**src/rtl/circ_play_pkg.sv**
```systemverilog
// Shared constants and types for the circular playback address engine.
// Assumes fetch lines of 16 bytes and a remaining count kept in 8-byte units.
package circ_play_pkg;
    localparam int UNIT_SH = 3;                         // count unit is 2^3 bytes
    localparam int BLK_SH  = 4;                         // fetch line is 2^4 bytes
    localparam int STEP_U  = 1 << (BLK_SH - UNIT_SH);   // units per fetch line

    typedef enum logic {
        PB_IDLE = 1'b0,
        PB_RUN  = 1'b1
    } pb_state_e;
endpackage

```
**src/rtl/circ_play_dist.sv**
```systemverilog
// Launch distance: the length, in 8-byte units, from the ring start to the
// stop address, going round the ring when the stop address does not lie
// above the start. Combinational. Assumes start < end for a valid ring.
module circ_play_dist #(
    parameter int U_W = 25
) (
    input  logic [U_W-1:0] from_u,
    input  logic [U_W-1:0] to_u,
    input  logic [U_W-1:0] bstart_u,
    input  logic [U_W-1:0] bend_u,
    output logic [U_W-1:0] dist_u
);
    logic ahead;

    // Pick the direct span or the span that wraps through the ring end.
    always_comb begin
        ahead = (to_u > from_u);
        if (ahead) begin
            dist_u = to_u - from_u;
        end else begin
            dist_u = (bend_u - from_u) + (to_u - bstart_u);
        end
    end
endmodule

```
**src/rtl/circ_play_step.sv**
```systemverilog
// Next-line generator: advances the current address by one fetch line and
// wraps to the ring start at the exclusive ring end, then flags whether the
// advanced line is the stop address. Combinational.
module circ_play_step
    import circ_play_pkg::*;
#(
    parameter int U_W = 25
) (
    input  logic [U_W-1:0] cur_u,
    input  logic [U_W-1:0] bstart_u,
    input  logic [U_W-1:0] bend_u,
    input  logic [U_W-1:0] endp_u,
    output logic [U_W-1:0] nxt_u,
    output logic           last
);
    logic [U_W-1:0] raw_u;
    logic           wrap;

    // Advance, fold back at the ring end, and compare against the stop point.
    always_comb begin
        raw_u = cur_u + U_W'(STEP_U);
        wrap  = (raw_u == bend_u);
        nxt_u = wrap ? bstart_u : raw_u;
        last  = (nxt_u == endp_u);
    end
endmodule

```
**src/rtl/circ_play_ctrl.sv**
```systemverilog
// Sequencer for the playback engine. Holds run state, current address,
// captured stop address, the remaining count and the one-cycle events.
// Assumes the ring bounds are stable during a run.
module circ_play_ctrl
    import circ_play_pkg::*;
#(
    parameter int U_W = 25
) (
    input  logic           clk,
    input  logic           rst_n,
    input  logic           end_wr,
    input  logic [U_W-1:0] end_in_u,
    input  logic           stop_req,
    input  logic           ack,
    input  logic [U_W-1:0] bstart_u,
    input  logic [U_W-1:0] launch_dist_u,
    input  logic [U_W-1:0] nxt_u,
    input  logic           last,
    input  logic [U_W-1:0] alert_cnt,
    output logic           active,
    output logic [U_W-1:0] cur_u,
    output logic [U_W-1:0] endp_u,
    output logic [U_W-1:0] remain_u,
    output logic           alert_evt,
    output logic           stop_evt
);
    pb_state_e      state;
    logic [U_W-1:0] remain_dec;

    // Count after one more fetch line is consumed.
    always_comb begin
        remain_dec = remain_u - U_W'(STEP_U);
    end

    // Run-state sequencing, address and count updates, and event pulses.
    always_ff @(posedge clk) begin
        if (!rst_n) begin
            state     <= PB_IDLE;
            cur_u     <= '0;
            endp_u    <= '0;
            remain_u  <= '0;
            alert_evt <= 1'b0;
            stop_evt  <= 1'b0;
        end else begin
            alert_evt <= 1'b0;
            stop_evt  <= 1'b0;
            unique case (state)
                PB_IDLE: begin
                    if (end_wr) begin
                        state     <= PB_RUN;
                        endp_u    <= end_in_u;
                        cur_u     <= bstart_u;
                        remain_u  <= launch_dist_u;
                        alert_evt <= (launch_dist_u == alert_cnt);
                    end
                end
                PB_RUN: begin
                    if (stop_req) begin
                        state    <= PB_IDLE;
                        cur_u    <= bstart_u;
                        stop_evt <= 1'b1;
                    end else if (ack) begin
                        remain_u  <= remain_dec;
                        alert_evt <= (remain_dec == alert_cnt);
                        if (last) begin
                            state <= PB_IDLE;
                            cur_u <= bstart_u;
                        end else begin
                            cur_u <= nxt_u;
                        end
                    end
                end
                default: state <= PB_IDLE;
            endcase
        end
    end

    // Expose run state as a flag.
    always_comb begin
        active = (state == PB_RUN);
    end
endmodule

```
**src/rtl/circ_play_engine.sv**
```systemverilog
// Circular playback address engine, top level. Converts byte-address register
// inputs to 8-byte units, joins the launch-distance, next-line and sequencer
// pieces, and presents one fetch request at a time to memory.
// Assumes the ring start is below the ring end and both are 16-byte aligned.
module circ_play_engine
    import circ_play_pkg::*;
#(
    parameter int ADDR_W = 28
) (
    input  logic                       clk,
    input  logic                       rst_n,
    input  logic [ADDR_W-1:BLK_SH]     buf_start_i,
    input  logic [ADDR_W-1:BLK_SH]     buf_end_i,
    input  logic [ADDR_W-1:UNIT_SH]    end_addr_i,
    input  logic                       end_wr_i,
    input  logic [ADDR_W-UNIT_SH-1:0]  alert_cnt_i,
    input  logic                       stop_req_i,
    input  logic                       fetch_ack_i,
    output logic                       fetch_req_o,
    output logic [ADDR_W-1:BLK_SH]     fetch_addr_o,
    output logic [ADDR_W-1:0]          cur_addr_o,
    output logic [ADDR_W-UNIT_SH-1:0]  remain_o,
    output logic                       active_o,
    output logic                       alert_evt_o,
    output logic                       stop_evt_o
);
    localparam int U_W  = ADDR_W - UNIT_SH;
    localparam int PAD  = BLK_SH - UNIT_SH;

    logic [U_W-1:0] bstart_u;
    logic [U_W-1:0] bend_u;
    logic [U_W-1:0] end_in_u;
    logic [U_W-1:0] launch_dist_u;
    logic [U_W-1:0] cur_u;
    logic [U_W-1:0] endp_u;
    logic [U_W-1:0] nxt_u;
    logic           last;
    logic           active;

    // Scale register inputs to 8-byte units.
    always_comb begin
        bstart_u = {buf_start_i, {PAD{1'b0}}};
        bend_u   = {buf_end_i, {PAD{1'b0}}};
        end_in_u = end_addr_i;
    end

    circ_play_dist #(.U_W(U_W)) u_dist (
        .from_u   (bstart_u),
        .to_u     (end_in_u),
        .bstart_u (bstart_u),
        .bend_u   (bend_u),
        .dist_u   (launch_dist_u)
    );

    circ_play_step #(.U_W(U_W)) u_step (
        .cur_u    (cur_u),
        .bstart_u (bstart_u),
        .bend_u   (bend_u),
        .endp_u   (endp_u),
        .nxt_u    (nxt_u),
        .last     (last)
    );

    circ_play_ctrl #(.U_W(U_W)) u_ctrl (
        .clk           (clk),
        .rst_n         (rst_n),
        .end_wr        (end_wr_i),
        .end_in_u      (end_in_u),
        .stop_req      (stop_req_i),
        .ack           (fetch_ack_i),
        .bstart_u      (bstart_u),
        .launch_dist_u (launch_dist_u),
        .nxt_u         (nxt_u),
        .last          (last),
        .alert_cnt     (alert_cnt_i),
        .active        (active),
        .cur_u         (cur_u),
        .endp_u        (endp_u),
        .remain_u      (remain_o),
        .alert_evt     (alert_evt_o),
        .stop_evt      (stop_evt_o)
    );

    // Drive the memory-side and status outputs from the sequencer state.
    always_comb begin
        fetch_req_o  = active;
        active_o     = active;
        fetch_addr_o = cur_u[U_W-1:PAD];
        cur_addr_o   = {cur_u, {UNIT_SH{1'b0}}};
    end
endmodule

```
**config.mk**
```make
export PLATFORM = sky130hd
export DESIGN_NAME = circ_play_engine
export DESIGN_NICKNAME = d
export VERILOG_FILES = /design/src/rtl/circ_play_pkg.sv /design/src/rtl/circ_play_dist.sv /design/src/rtl/circ_play_step.sv /design/src/rtl/circ_play_ctrl.sv /design/src/rtl/circ_play_engine.sv
export SDC_FILE = /design/constraint.sdc
export NUM_CORES = 1
export LEC_CHECK = 0
export BUFFER_PORTS_ARGS = -buffer_cell sky130_fd_sc_hd__buf_2
export CORE_MARGIN = 1.5
export CORE_UTILIZATION = 45
export DETAILED_ROUTE_END_ITERATION = 7
export GPL_TIMING_DRIVEN = 0
export MAX_ROUTING_LAYER = met4
export PLACE_DENSITY = 0.66
export SLEW_MARGIN = 20
export SYNTH_ARGS = -nofsm -noshare
export SYNTH_HDL_FRONTEND = slang
export SYNTH_SLANG_ARGS = --single-unit
```
**constraint.sdc**
```tcl
create_clock -name clk -period 11.7 [get_ports clk]
set_input_delay 3.51 -clock clk [delete_from_list [all_inputs] [get_ports clk]]
set_output_delay 3.51 -clock clk [all_outputs]
set_load 0.1 [all_outputs]
```
==> qor_table.md, run 1 <==
| Metric | Value | Unit |
|:---|:---|:---|
| Result of the run | completed | - |
| Fraction of power spent switching nets | 0.5309 | - |
| Biggest area contributors in the synthesized netlist | dfxtp_1, xnor2_1, nand2_1, ha_1, a21oi_1 | - |
| Fin Hold WS | 0.4920 | ns |
| Synth warn | 0 | - |
| Register cell area after layout | 1562 | sq um |
| Count of non-filler cells in the finished layout | 1989 | - |
| Worst-Skew Late Latency | 0.38 | ns |
| Initial Util | 0.4610 | - |
| Number of placed I/O pins | 184 | - |
| Met3 usage in global routing | 0.08750 | - |
| CTS sink count | 78 | - |
| Number of port buffers | 179 | - |
| Fmax | 0.1072 | GHz |
| Clock-pin transition on the worst setup and hold timing paths | 0.07 | ns |
| Inserted Diodes | 0 | - |
| Net Sw Power | 1.009 | mW |
| Busiest metal layer after global routing | met2 | - |
| Layout Area Growth over Synthesis | 15.51 | % |
| Initial antenna violation count | 0 | - |
| Hold Path Class | reg -> reg | - |
| Area of the mapped netlist | 10500 | sq um |
| Area enclosed by the die boundary | 24260 | sq um |
| Number of post-CTS setup repair buffers | 0 | - |
| Layout Skew | 0.01357 | ns |
| Total routing usage reported by global routing | 0.3800 | - |
| Die outline width | 155.8 | um |
| Maximum number of pins on one net before global-route repair | 15 | - |
| Post-Synth Simple-Gate Area | 0.2616 | - |
| Clock tree from TritonCTS | done | - |
| Final number of setup-violating endpoints | 0 | - |
| Total CTS buffers | 9 | - |
| Final hold violations | 0 | - |
| Cell with the most instances after synthesis | nand2_1 | - |
| Total placed cells including tap cells | 1973 | - |
| Post-Synth XOR/XNOR Area | 0.1319 | - |
| Sequential group share of total power | 0.177 | - |
| Post-synth top area share | 0.1487 | - |
| Clock network power share | 0.183 | - |
| Vias per std cell | 6.107 | - |
| Mean cell area of the mapped netlist | 7.100 | sq um |
| Clock root cell | clkbuf_16 | - |
| Area post-placement | 11800 | sq um |
| Total wire length | 45100 | um |
| WP data arrival | 9.64 | ns |
| Power Density | 156.7 | nW/um^2 |
| M2 GR Usage | 0.5393 | - |
| Wirelength per Cell | 22.68 | um |
| Pint | 0.8919 | mW |
| Number of flops mapped to enable cells by yosys | 0 | - |
| Number of global-route vias before repair | 10900 | - |
| Share of post-route cells with drive strength above 1 | 0.1551 | - |
| Total power | 1.901 | mW |
| Die Height | 155.8 | um |
| Synth area leader | dfxtp_1 | - |
| Worst-case vdd ir drop | 0.09473 | mV |
| Leakage component of the power | 5.223 | nW |
| Routability-driven placement congestion ratio | 1.010 | - |
| Remaining number of nets flagged by the antenna check after routing | 0 | - |
| Post-synth cell types | 75 | - |
| Kind of end point of the critical path | flip-flop | - |
| Global route overflow | 0 | - |
| Global-route wire length before repair | 66120 | um |
| Part of the Yosys area used for sequential elements | 0.1487 | - |
| Detail Placement HPWL | 36990 | um |
| Fill count | 2351 | - |
| Worst slew margin | 0.3061 | - |
| #FFs+latches synth | 78 | - |
| Total of cells resized after clock tree synthesis | 0 | - |
| Area of the multi-input gates | 8003 | sq um |
| Main combinational cell family by area after synthesis | simple AND/OR/NAND/NOR gates | - |
| Setup WS post-layout | 2.371 | ns |
| # nets final | 1846 | - |
| Core utilization of the finished layout | 0.5325 | - |
| # hold bufs at CTS | 0 | - |
| Standard cell core area | 22780 | sq um |
| Startpoint Class | input port | - |
| Global-route met1 utilization | 0.5270 | - |
| Gate power share | 0.640 | - |
| Worst path required time | 12.01 | ns |
| FFs w/ async S/R, synth | 0 | - |
| Count of standard-cell rows | 55 | - |
| Worst Max-Slew Pin Slew | 1.031 | ns |
| Worst slack at placement | 2.343 | ns |
| Max H-tree Level | 3 | - |
| Fin crit share | 0.7973 | - |
| Area fraction in compound gates after synthesis | 0.2331 | - |
| Post-synth top flop | dfxtp_1 | - |
| Max-slew violation count | 0 | - |
| Maximum fanout along the worst path | 4 | - |
| Final Cell Area | 12130 | sq um |
| Unrepaired setup endpoints after global routing | false | - |
| Total negative setup slack | 0 | ns |
| Top cells by count, synth | nand2_1, a21oi_1, inv_1, nor2_1, xnor2_1 | - |
| Count of maximum capacitance violations | 0 | - |
| Vias | 12150 | - |
| Category of the critical setup timing path | in -> reg | - |
| Number of buffers on the longest clock path | 2 | - |
| Total DRC errors in the routed layout | 0 | - |
| DR iter-0 viols | 1413 | - |
| Clock period minus worst slack | 9.329 | ns |
| Share of synthesized cell area in full adder, half adder and majority cells | 0.1029 | - |
| Number of instances in the synthesized netlist | 1479 | - |
| Multiplexer share of the synthesized area | 0.03134 | - |
| First drt pass iteration count | 6 | - |
[power groups by stage]
stage	Clock, mW	Sequential [mW]	Combinational, mW
4_1_cts	0.349	0.336	1.19
3_3_place_gp	0	0.341	1.18
6_report	0.349	0.337	1.22
2_1_floorplan	0	0.500	0.757
5_1_grt	0.357	0.341	1.32
3_5_place_dp	0	0.342	1.19
[routing by layer]
layer | routed length, um | share of wire | vias up
met5 | 0 | 0 | -
met1 | 20280 | 0.45 | 5804
met4 | 1432 | 0.032 | 0
li1 | - | - | 5647
met3 | 4738 | 0.11 | 70
met2 | 18650 | 0.41 | 626
[critical path: stages]
cell and delay [ns]:
buf_2 0.12, inv_1 0.20, fa_1 0.52, a21o_1 0.20
a21oi_1 0.27, o211ai_1 0.21, a31o_2 0.28, a21oi_1 0.24
o21bai_1 0.11, a21oi_1 0.18, xnor2_1 0.16, fa_1 0.50
inv_1 0.04, ha_1 0.29, inv_1 0.08, nor2_1 0.26
o211ai_1 0.14, a21oi_1 0.36, o31ai_1 0.19, o21bai_1 0.18
xor2_1 0.08, a21oi_1 0.28, xor2_1 0.27, nand4_1 0.17
nor4_1 0.55, a41o_1 0.25
[sequential cells by signal (all words and copies together), names as in the netlist]
register / cells
u_ctrl.active: 1
u_ctrl.cur_u: 25
u_ctrl.remain_u: 25
u_ctrl.stop_evt: 1
u_ctrl.alert_evt: 1
u_ctrl.endp_u: 25
[kinds of logic after synthesis]
logic type               count (synthesis)
AO/OA/AOI/OAI                          379
XOR/XNOR                               155
adder cells (fa/ha/maj)                 72
buffers and inverters                  218
flip-flops                              78
multiplexers                            32
other                                    1
AND/OR/NAND/NOR                        544
[placed cells by master (no fill, tap or decap), types with 22 or more instances in the layout]
cell type	synthesis	routed
buf_2	15	194
nand2_1	169	169
a21oi_1	115	115
inv_1	112	112
nor2_1	104	104
xnor2_1	99	99
dfxtp_1	78	78
o21ai_0	66	66
xor2_1	54	54
clkbuf_1	54	54
nand3_1	49	49
ha_1	48	48
nor3_1	46	46
o211ai_1	29	29
buf_4	29	29
or4_1	27	27
a31oi_1	26	26
mux2i_1	25	25
fa_1	24	24
nand4_1	22	22
[worst paths after layout]
path                         start               end  slack [ns]  cells after the start
setup reg to reg   u_ctrl.cur_u[1]  u_ctrl.cur_u[10]        4.65                     17
setup / recovery    buf_start_i[5]  u_ctrl.alert_evt        2.37                     26
hold reg to reg   u_ctrl.endp_u[0]  u_ctrl.endp_u[0]        0.49                      2
hold / removal    u_ctrl.endp_u[0]  u_ctrl.endp_u[0]        0.49                      2
[cell type report]
cell class / count / area share
Multi-Input combinational cell: 1185 / 0.6597
Sequential cell: 78 / 0.1287
Timing Repair Buffer: 179 / 0.07385
Buffer: 106 / 0.04332
Inverter: 112 / 0.03466
Tap cell: 313 / 0.03228
Clock buffer: 10 / 0.01970
Clock inverter: 6 / 0.007736
No activity file was read; power rests on OpenSTA's default activity.
==> inputs of run 2 (changes only) <==
--- a/config.mk
+++ b/config.mk
@@ -5,6 +5,7 @@
 export SDC_FILE = /design/constraint.sdc
 export NUM_CORES = 1
 export LEC_CHECK = 0
+export ABC_AREA = 1
 export BUFFER_PORTS_ARGS = -buffer_cell sky130_fd_sc_hd__buf_2
 export CORE_MARGIN = 1.5
 export CORE_UTILIZATION = 45
==> constraint.sdc (replaced) <==
create_clock -name clk -period 9.4 [get_ports clk]
set_input_delay 2.82 -clock clk [delete_from_list [all_inputs] [get_ports clk]]
set_output_delay 2.82 -clock clk [all_outputs]
set_load 0.1 [all_outputs]
==> run 2 against run 1 <==
  * Non-clock buffer count is 31 lower
  * Flip-flop and latch count is the same
  * Total power is 21% higher
  * First-iteration DRC count fell by 7.4%
==> qor_table.md, run 2 <==
| Metric | Value | Unit | Change |
|:---|:---|:---|:---|
| Result of the run | completed | - | unchanged |
| Area post-placement | 11710 | sq um | was 11800 sq um |
| Total power | 2.309 | mW | was 1.901 mW |
| Total DRC errors in the routed layout | 0 | - | unchanged |
| Number of port buffers | 179 | - | unchanged |
| Routability-driven placement congestion ratio | 0.9732 | - | was 1.010 |
| Leakage component of the power | 6.494 | nW | was 5.223 nW |
| #FFs+latches synth | 78 | - | unchanged |
| Number of placed I/O pins | 184 | - | unchanged |
| Final Cell Area | 12020 | sq um | was 12130 sq um |
| Global-route wire length before repair | 64050 | um | was 66120 um |
| Kind of cell adding the most delay to the critical path | simple AND/OR/NAND/NOR gates | - | was compound AO/OA/AOI/OAI gates |
| Number of global-route vias before repair | 11240 | - | was 10900 |
| Global route overflow | 0 | - | unchanged |
| Biggest area contributors in the synthesized netlist | nand2_1, dfxtp_1, nand3_1, inv_1, nor2_1 | - | was dfxtp_1, xnor2_1, nand2_1, ha_1, a21oi_1 |
| Largest stage delay on the critical path | 0.50 | ns | was 0.55 ns |
| Remaining number of nets flagged by the antenna check after routing | 0 | - | unchanged |
| Worst slew margin | 0.3940 | - | was 0.3061 |
| Fraction of power spent switching nets | 0.5591 | - | was 0.5309 |
| Power Density | 192.1 | nW/um^2 | was 156.7 nW/um^2 |
| # hold bufs at CTS | 0 | - | unchanged |
| Die outline width | 155.4 | um | was 155.8 um |
| Number of flops mapped to enable cells by yosys | 0 | - | unchanged |
| Post-synth top area share | 0.1817 | - | was 0.1487 |
| Met2 layer wire length in the routed design | 17590 | um | was 18650 um |
| Worst slack at placement | 1.385 | ns | was 2.343 ns |
| Sequential group share of total power | 0.185 | - | was 0.177 |
| Cell with the most instances after synthesis | nand2_1 | - | unchanged |
| Total placed cells including tap cells | 2303 | - | was 1973 |
| Hold Path Class | reg -> reg | - | unchanged |
| Total CTS buffers | 9 | - | unchanged |
| Clock-pin transition on the worst setup and hold timing paths | 0.07 | ns | about the same |
| Gate power share | 0.645 | - | was 0.640 |
| Synth warn | 0 | - | unchanged |
| Initial antenna violation count | 1 | - | was 0 |
| Most frequent CP cell | nand3_1 | - | was a21oi_1 |
| Fin crit share | 0.8276 | - |  |
| Total negative setup slack | 0 | ns | unchanged |
| Highest routing layer actually used | met4 | - | unchanged |
| Net Sw Power | 1.291 | mW | was 1.009 mW |
| Count of maximum capacitance violations | 0 | - | unchanged |
| CTS sink count | 78 | - | unchanged |
| Number of post-CTS setup repair buffers | 0 | - | unchanged |
| Vias | 12770 | - | was 12150 |
| Largest regs | u_ctrl.cur_u: 25 flops, u_ctrl.endp_u: 25 flops, u_ctrl.remain_u: 25 flops | - | unchanged |
| Clock root cell | clkbuf_16 | - | unchanged |
| Standard cell core area | 22710 | sq um | was 22780 sq um |
| Kind of end point of the critical path | flip-flop | - | unchanged |
| Crit path max-delay cell type | fa_1 | - | was nor4_1 |
| Area of the mapped netlist | 10450 | sq um | was 10500 sq um |
| Die Height | 155.4 | um | was 155.8 um |
| Worst-Skew Late Latency | 0.36 | ns | was 0.38 ns |
| Clock tree from TritonCTS | done | - | unchanged |
| Clock network power share | 0.170 | - | was 0.183 |
| Fill count | 2510 | - | was 2351 |
| Final hold violations | 0 | - | unchanged |
| Count of non-filler cells in the finished layout | 2319 | - | was 1989 |
| Layout Area Growth over Synthesis | 15.00 | % | was 15.51% |
| Vias per std cell | 5.505 | - | was 6.107 |
| Leading cell type in the layout, fill and taps excluded | nand2_1 | - | was buf_2 |
| Max-slew violation count | 0 | - | unchanged |
| Post-Route M1 WL | 20260 | um | was 20280 um |
| Worst path required time | 9.69 | ns | was 12.01 ns |
| Setup WS post-layout | 1.621 | ns | was 2.371 ns |
| Buffering stage count on the worst path with inverters included | 5 | - | was 4 |
| Category of the critical setup timing path | in -> reg | - | unchanged |
| Pint | 1.018 | mW | was 0.8919 mW |
| Fmax | 0.1285 | GHz |  |
| Part of the Yosys area used for sequential elements | 0.1494 | - | was 0.1487 |
| Unrepaired setup endpoints after global routing | false | - | unchanged |
| Number of buffers on the longest clock path | 2 | - | unchanged |
| Clock period minus worst slack | 7.779 | ns |  |
| Mean cell area of the mapped netlist | 5.691 | sq um | was 7.100 sq um |
| Total wire length | 43050 | um | was 45100 um |
| Post-synth cell types | 45 | - | was 75 |
| # nets final | 2204 | - | was 1846 |
| Met3 Wirelength | 4173 | um | was 4738 um |
| Wirelength per Cell | 18.56 | um | was 22.68 um |
| Top library cells by usage in the layout, fill and taps aside | nand2_1, inv_1, nand3_1, nor2_1, buf_2 | - | was buf_2, nand2_1, a21oi_1, inv_1, nor2_1 |
| Total routing usage reported by global routing | 0.3631 | - | was 0.3800 |
| Share of post-route cells with drive strength above 1 | 0.1357 | - | was 0.1551 |
| Startpoint Class | input port | - | unchanged |
| Synth area leader | nand2_1 | - | was dfxtp_1 |
| Area enclosed by the die boundary | 24150 | sq um | was 24260 sq um |
| WP data arrival | 8.07 | ns | was 9.64 ns |
| Maximum fanout along the worst path | 5 | - | was 4 |
| Maximum number of pins on one net before global-route repair | 15 | - | unchanged |
| Layout Skew | 0.01267 | ns | was 0.01357 ns |
| Initial Util | 0.4603 | - | was 0.4610 |
| Worst Max-Slew Pin Slew | 0.9090 | ns | was 1.031 ns |
| FFs w/ async S/R, synth | 0 | - | unchanged |
| Final number of setup-violating endpoints | 0 | - | unchanged |
| Detail Placement HPWL | 36310 | um | was 36990 um |
| First drt pass iteration count | 6 | - | unchanged |
| Top cells by count, synth | nand2_1, inv_1, nand3_1, nor2_1, o21ai_0 | - | was nand2_1, a21oi_1, inv_1, nor2_1, xnor2_1 |
| Count of standard-cell rows | 55 | - | unchanged |
| DR iter-0 viols | 1309 | - | was 1413 |
| Total of cells resized after clock tree synthesis | 0 | - | unchanged |
| Inserted Diodes | 0 | - | unchanged |
| Number of instances in the synthesized netlist | 1837 | - | was 1479 |
| Max H-tree Level | 3 | - | unchanged |
| Worst-case vdd ir drop | 0.1253 | mV | was 0.09473 mV |
| Post-synth top flop | dfxtp_1 | - | unchanged |
[run 2: worst paths after layout]
kind,startpoint,end,slack [ns],cells after the start
worst max-delay path,end_addr_i[4],u_ctrl.alert_evt,1.62,31
worst max register to register,u_ctrl.cur_u[1],u_ctrl.cur_u[4],4.58,26
worst min register to register,u_ctrl.endp_u[13],u_ctrl.endp_u[13],0.48,2
worst min-delay path,u_ctrl.endp_u[13],u_ctrl.endp_u[13],0.48,2
[run 2: layer usage]
layer | track usage | up-vias
met5 | - | -
met2 | 0.5125 | 607
met1 | 0.5291 | 5875
met4 | 0.09524 | 0
li1 | - | 6239
met3 | 0.06100 | 46
[run 2: final cells by class]
type	instances	area, sq um	share of cell area
clock buffer	10	239.0	0.01988
inverter	264	991.0	0.08243
buffer	75	426.7	0.03549
clock inverter	6	68.82	0.005724
multi-input combinational	1422	7482	0.6224
timing repair buffer	179	895.9	0.07452
tap	285	356.6	0.02966
sequential	78	1562	0.1299
[run 2: stage by stage]
| stage | utilization | hold slack, ns |
|---|---|---|
| final | 0.5294 | 0.4778 |
| after global routing | 0.5294 | 0.4975 |
| after CTS | 0.5294 | 0.4787 |
| after detailed placement | 0.5158 | 0.4653 |
| after global placement | 0.5158 | 0.4575 |
| after floorplan | - | 0.4441 |
[run 2: tightest hold or removal path, stage by stage, from the launching register on]
cell,delay (ns)
dfxtp_1,0.31
inv_1,0.06
a21oi_1,0.06
[run 2: kinds of logic after synthesis]
logic type / synth area share
fa+ha+maj: 0.1034
compound gates: 0.1402
buf+inv: 0.1356
simple gates: 0.4057
xor+xnor: 0.06535
other cells: 0.0003587
flops: 0.1494
[run 2: power by group through the flow]
| stage | clock network, mW | logic [mW] | registers, mW |
|---|---|---|---|
| CTS | 0.394 | 1.47 | 0.424 |
| global placement | 0 | 1.45 | 0.431 |
| floorplan | 0 | 0.922 | 0.622 |
| detailed placement | 0 | 1.46 | 0.432 |
| global route | 0.404 | 1.63 | 0.433 |
| finish | 0.394 | 1.49 | 0.427 |
==> inputs of run 3 (changes only) <==
--- a/config.mk
+++ b/config.mk
@@ -12,7 +12,7 @@
 export DETAILED_ROUTE_END_ITERATION = 7
 export GPL_TIMING_DRIVEN = 0
 export MAX_ROUTING_LAYER = met4
-export PLACE_DENSITY = 0.66
+export PLACE_DENSITY = 0.69
 export SLEW_MARGIN = 20
 export SYNTH_ARGS = -nofsm -noshare
 export SYNTH_HDL_FRONTEND = slang
==> constraint.sdc (replaced) <==
create_clock -name clk -period 6.42 [get_ports clk]
set_input_delay 1.926 -clock clk [delete_from_list [all_inputs] [get_ports clk]]
set_output_delay 1.926 -clock clk [all_outputs]
set_load 0.1 [all_outputs]
==> run 3 against run 2 <==
  * Total power increased by 58%
  * Critical path type unchanged
  * Wire length up 14%
  * Cell area grew 6.6%
  * Critical path depth is 1 lower
  * Clock power is 44% higher
==> qor_table.md, run 3 (synthesis gave the netlist of run 2 again) <==
| Metric | Value | Unit | Change |
|:---|:---|:---|:---|
| Result of the run | completed | - | unchanged |
| Total CTS buffers | 9 | - | unchanged |
| Fin Hold WS | 0.4779 | ns | was 0.4778 ns |
| Clock root cell | clkbuf_16 | - | unchanged |
| Sequential group share of total power | 0.174 | - | was 0.185 |
| WP data arrival | 6.55 | ns | was 8.07 ns |
| Min-Delay Path Depth | 2 | - | unchanged |
| Inserted Diodes | 0 | - | unchanged |
| Worst path required time | 6.70 | ns | was 9.69 ns |
| DR iter-0 viols | 1640 | - | was 1309 |
| Max H-tree Level | 3 | - | unchanged |
| CTS sink count | 78 | - | unchanged |
| Count of maximum capacitance violations | 0 | - | unchanged |
| Setup WS post-layout | 0.1487 | ns | was 1.621 ns |
| Clock network power share | 0.156 | - | was 0.170 |
| Fill count | 2343 | - | was 2510 |
| Fin crit share | 0.9768 | - |  |
| Gate power share | 0.670 | - | was 0.645 |
| Area enclosed by the die boundary | 24150 | sq um | unchanged |
| Category of the critical setup timing path | in -> reg | - | unchanged |
| Most frequent CP cell | nand3_1 | - | unchanged |
| Final hold violations | 0 | - | unchanged |
| Total wire length | 48870 | um | was 43050 um |
| Fmax | 0.1595 | GHz |  |
| Vias | 13240 | - | was 12770 |
| Standard cell core area | 22710 | sq um | unchanged |
| # nets final | 2224 | - | was 2204 |
| Layout Area Growth over Synthesis | 22.60 | % | was 15.00% |
| Vias per std cell | 5.660 | - | was 5.505 |
| Reg-to-Reg Start | u_ctrl.cur_u[1] | - | unchanged |
| Worst slack at placement | -0.9746 | ns | was 1.385 ns |
| Pint | 1.600 | mW | was 1.018 mW |
| Total routing usage reported by global routing | 0.4080 | - | was 0.3631 |
| Wirelength per Cell | 20.89 | um | was 18.56 um |
| Number of placed I/O pins | 184 | - | unchanged |
| Leading cell type in the layout, fill and taps excluded | nand2_1 | - | unchanged |
| Worst Max-Slew Pin Slew | 1.017 | ns | was 0.9090 ns |
| Top library cells by usage in the layout, fill and taps aside | nand2_1, inv_1, nand3_1, nor2_1, buf_2 | - | unchanged |
| Final number of setup-violating endpoints | 0 | - | unchanged |
| Number of global-route vias before repair | 11630 | - | was 11240 |
| Crit path max-delay cell type | fa_1 | - | unchanged |
| Fraction of power spent switching nets | 0.5607 | - | was 0.5591 |
| Detail Placement HPWL | 40190 | um | was 36310 um |
| Die Height | 155.4 | um | unchanged |
| Clock tree from TritonCTS | done | - | unchanged |
| End of the worst register-to-register path | u_ctrl.cur_u[15] | - | was u_ctrl.cur_u[4] |
| # hold bufs at CTS | 0 | - | unchanged |
| Count of standard-cell rows | 55 | - | unchanged |
| Maximum number of pins on one net before global-route repair | 15 | - | unchanged |
| Leakage component of the power | 6.692 | nW | was 6.494 nW |
| Share of post-route cells with drive strength above 1 | 0.1845 | - | was 0.1357 |
| Initial Util | 0.4603 | - | unchanged |
| Remaining number of nets flagged by the antenna check after routing | 0 | - | unchanged |
| Startpoint Class | input port | - | unchanged |
| Hold Path Class | reg -> reg | - | unchanged |
| Initial antenna violation count | 0 | - | was 1 |
| Worst slew margin | 0.3223 | - | was 0.3940 |
| Layout Skew | 0.01407 | ns | was 0.01267 ns |
| Buffering stage count on the worst path with inverters included | 5 | - | unchanged |
| Number of port buffers | 179 | - | unchanged |
| Clock period minus worst slack | 6.271 | ns |  |
| Global-route wire length before repair | 70680 | um | was 64050 um |
| Worst-case vdd ir drop | 0.1667 | mV | was 0.1253 mV |
| Largest stage delay on the critical path | 0.54 | ns | was 0.50 ns |
| Routability-driven placement congestion ratio | 1.052 | - | was 0.9732 |
| Number of buffers on the longest clock path | 2 | - | unchanged |
| Maximum fanout along the worst path | 5 | - | unchanged |
| Number of cells on the worst reg-to-reg path | 26 | - | unchanged |
| First drt pass iteration count | 6 | - | unchanged |
| Kind of end point of the critical path | flip-flop | - | unchanged |
| Hold path startpoint | u_ctrl.endp_u[21] | - | was u_ctrl.endp_u[13] |
| Max-slew violation count | 0 | - | unchanged |
| Worst-Skew Late Latency | 0.36 | ns | about the same |
| Capture endpoint of the worst hold path | u_ctrl.endp_u[21] | - | was u_ctrl.endp_u[13] |
| Die outline width | 155.4 | um | unchanged |
| Net Sw Power | 2.043 | mW | was 1.291 mW |
| Power Density | 284.2 | nW/um^2 | was 192.1 nW/um^2 |
| R2r setup slk | 1.57 | ns | was 4.58 ns |
| Total DRC errors in the routed layout | 0 | - | unchanged |
| Largest regs | u_ctrl.cur_u: 25 flops, u_ctrl.endp_u: 25 flops, u_ctrl.remain_u: 25 flops | - | unchanged |
| Kind of cell adding the most delay to the critical path | simple AND/OR/NAND/NOR gates | - | unchanged |
| Global route overflow | 0 | - | unchanged |
| Clock-pin transition on the worst setup and hold timing paths | 0.08 | ns | was 0.07 ns |
[run 3: cell count changes in the layout (fill, tap and decap cells not counted), moves of 8 or more]
cell,before,now
a21oi_2,0,13
ha_1,48,31
xor2_1,54,44
o21ai_1,1,9
buf_4,30,47
a21oi_1,111,95
o21ai_0,114,102
nand2_1,506,497
ha_4,0,10
[run 3: area by class of cell]
| class | count | area (sq um) | share of cell area |
|---|---|---|---|
| plain buffers | 75 | 426.7 | 0.03329 |
| clock buffers | 10 | 239.0 | 0.01865 |
| clock inverters | 6 | 67.56 | 0.005272 |
| inverters | 264 | 998.5 | 0.07791 |
| multi-input cells | 1422 | 8100 | 0.6320 |
| flip-flops and latches | 78 | 1562 | 0.1218 |
| well taps | 285 | 356.6 | 0.02782 |
| repair buffers | 199 | 1066 | 0.08318 |
[run 3: worst reg2reg max path, cell delays in order (launching register included)]
cell and delay [ns]:
dfxtp_1 0.57, ha_1 0.28, nand2_2 0.11, nor2_4 0.22, nand3_2 0.18, o21ai_1 0.21, nand2_1 0.23, nand2_1 0.11
nand2_1 0.05, nor2_1 0.11, nand2_1 0.09, nor2_4 0.33, nand2_4 0.14, buf_6 0.18, nand2_1 0.20, nand2_1 0.21
nand2_1 0.10, nand2_1 0.06, nor2_1 0.15, nand3_1 0.14, nor2_1 0.14, nand3_2 0.15, buf_2 0.26, nand3_1 0.10
nand2_1 0.06, nor2_1 0.28, nor2_1 0.07
[run 3: repair_timing]
action	4_1_cts	5_1_grt
buffers inserted	3	17
pin swaps	6	32
gates resized for setup	40	85
gates cloned	0	0
setup endpoints to repair	5	3
endpoints found under the hold margin	0	0
[run 3: worst max-delay path by stage]
| stage | from | endpoint | slack (ns) | depth (start not counted) |
|---|---|---|---|---|
| final | buf_start_i[5] | u_ctrl.alert_evt | 0.15 | 30 |
| after global routing | buf_start_i[9] | u_ctrl.alert_evt | -0.06 | 31 |
| after CTS | end_addr_i[4] | u_ctrl.alert_evt | 0.0005 | 32 |
| after detailed placement | end_addr_i[4] | u_ctrl.alert_evt | -0.97 | 31 |
| after global placement | end_addr_i[4] | u_ctrl.alert_evt | -0.96 | 31 |
| after floorplan | end_addr_i[4] | u_ctrl.alert_evt | 0.35 | 30 |
[run 3: metrics by stage]
step	instance area [sq um]	power, mW	cells	setup TNS [ns]	utilization
6_report	12820	3.643	2339	0	0.5644
5_1_grt	12820	3.857	2339	-0.05794	0.5644
4_1_cts	12280	3.418	2322	0	0.5407
3_5_place_dp	11710	2.814	2303	-4.481	0.5158
3_3_place_gp	11710	2.804	2303	-4.390	0.5158
2_1_floorplan	10460	2.260	1839	0	-
[run 3: per-layer routing]
metal,wire length (um),vias to the layer above,GRT usage
met2,20620,746,0.5925
met3,5639,73,0.05599
met1,21050,6157,0.5813
li1,-,6263,-
met4,1562,0,0.1297
met5,0,-,-
[run 3: power groups by stage]
stage / registers [mW] / clock network [mW] / logic, mW
after floorplan: 0.911 / 0 / 1.35
after global placement: 0.637 / 0 / 2.17
after detailed placement: 0.638 / 0 / 2.18
after CTS: 0.627 / 0.565 / 2.23
after global routing: 0.639 / 0.580 / 2.64
final: 0.632 / 0.569 / 2.44
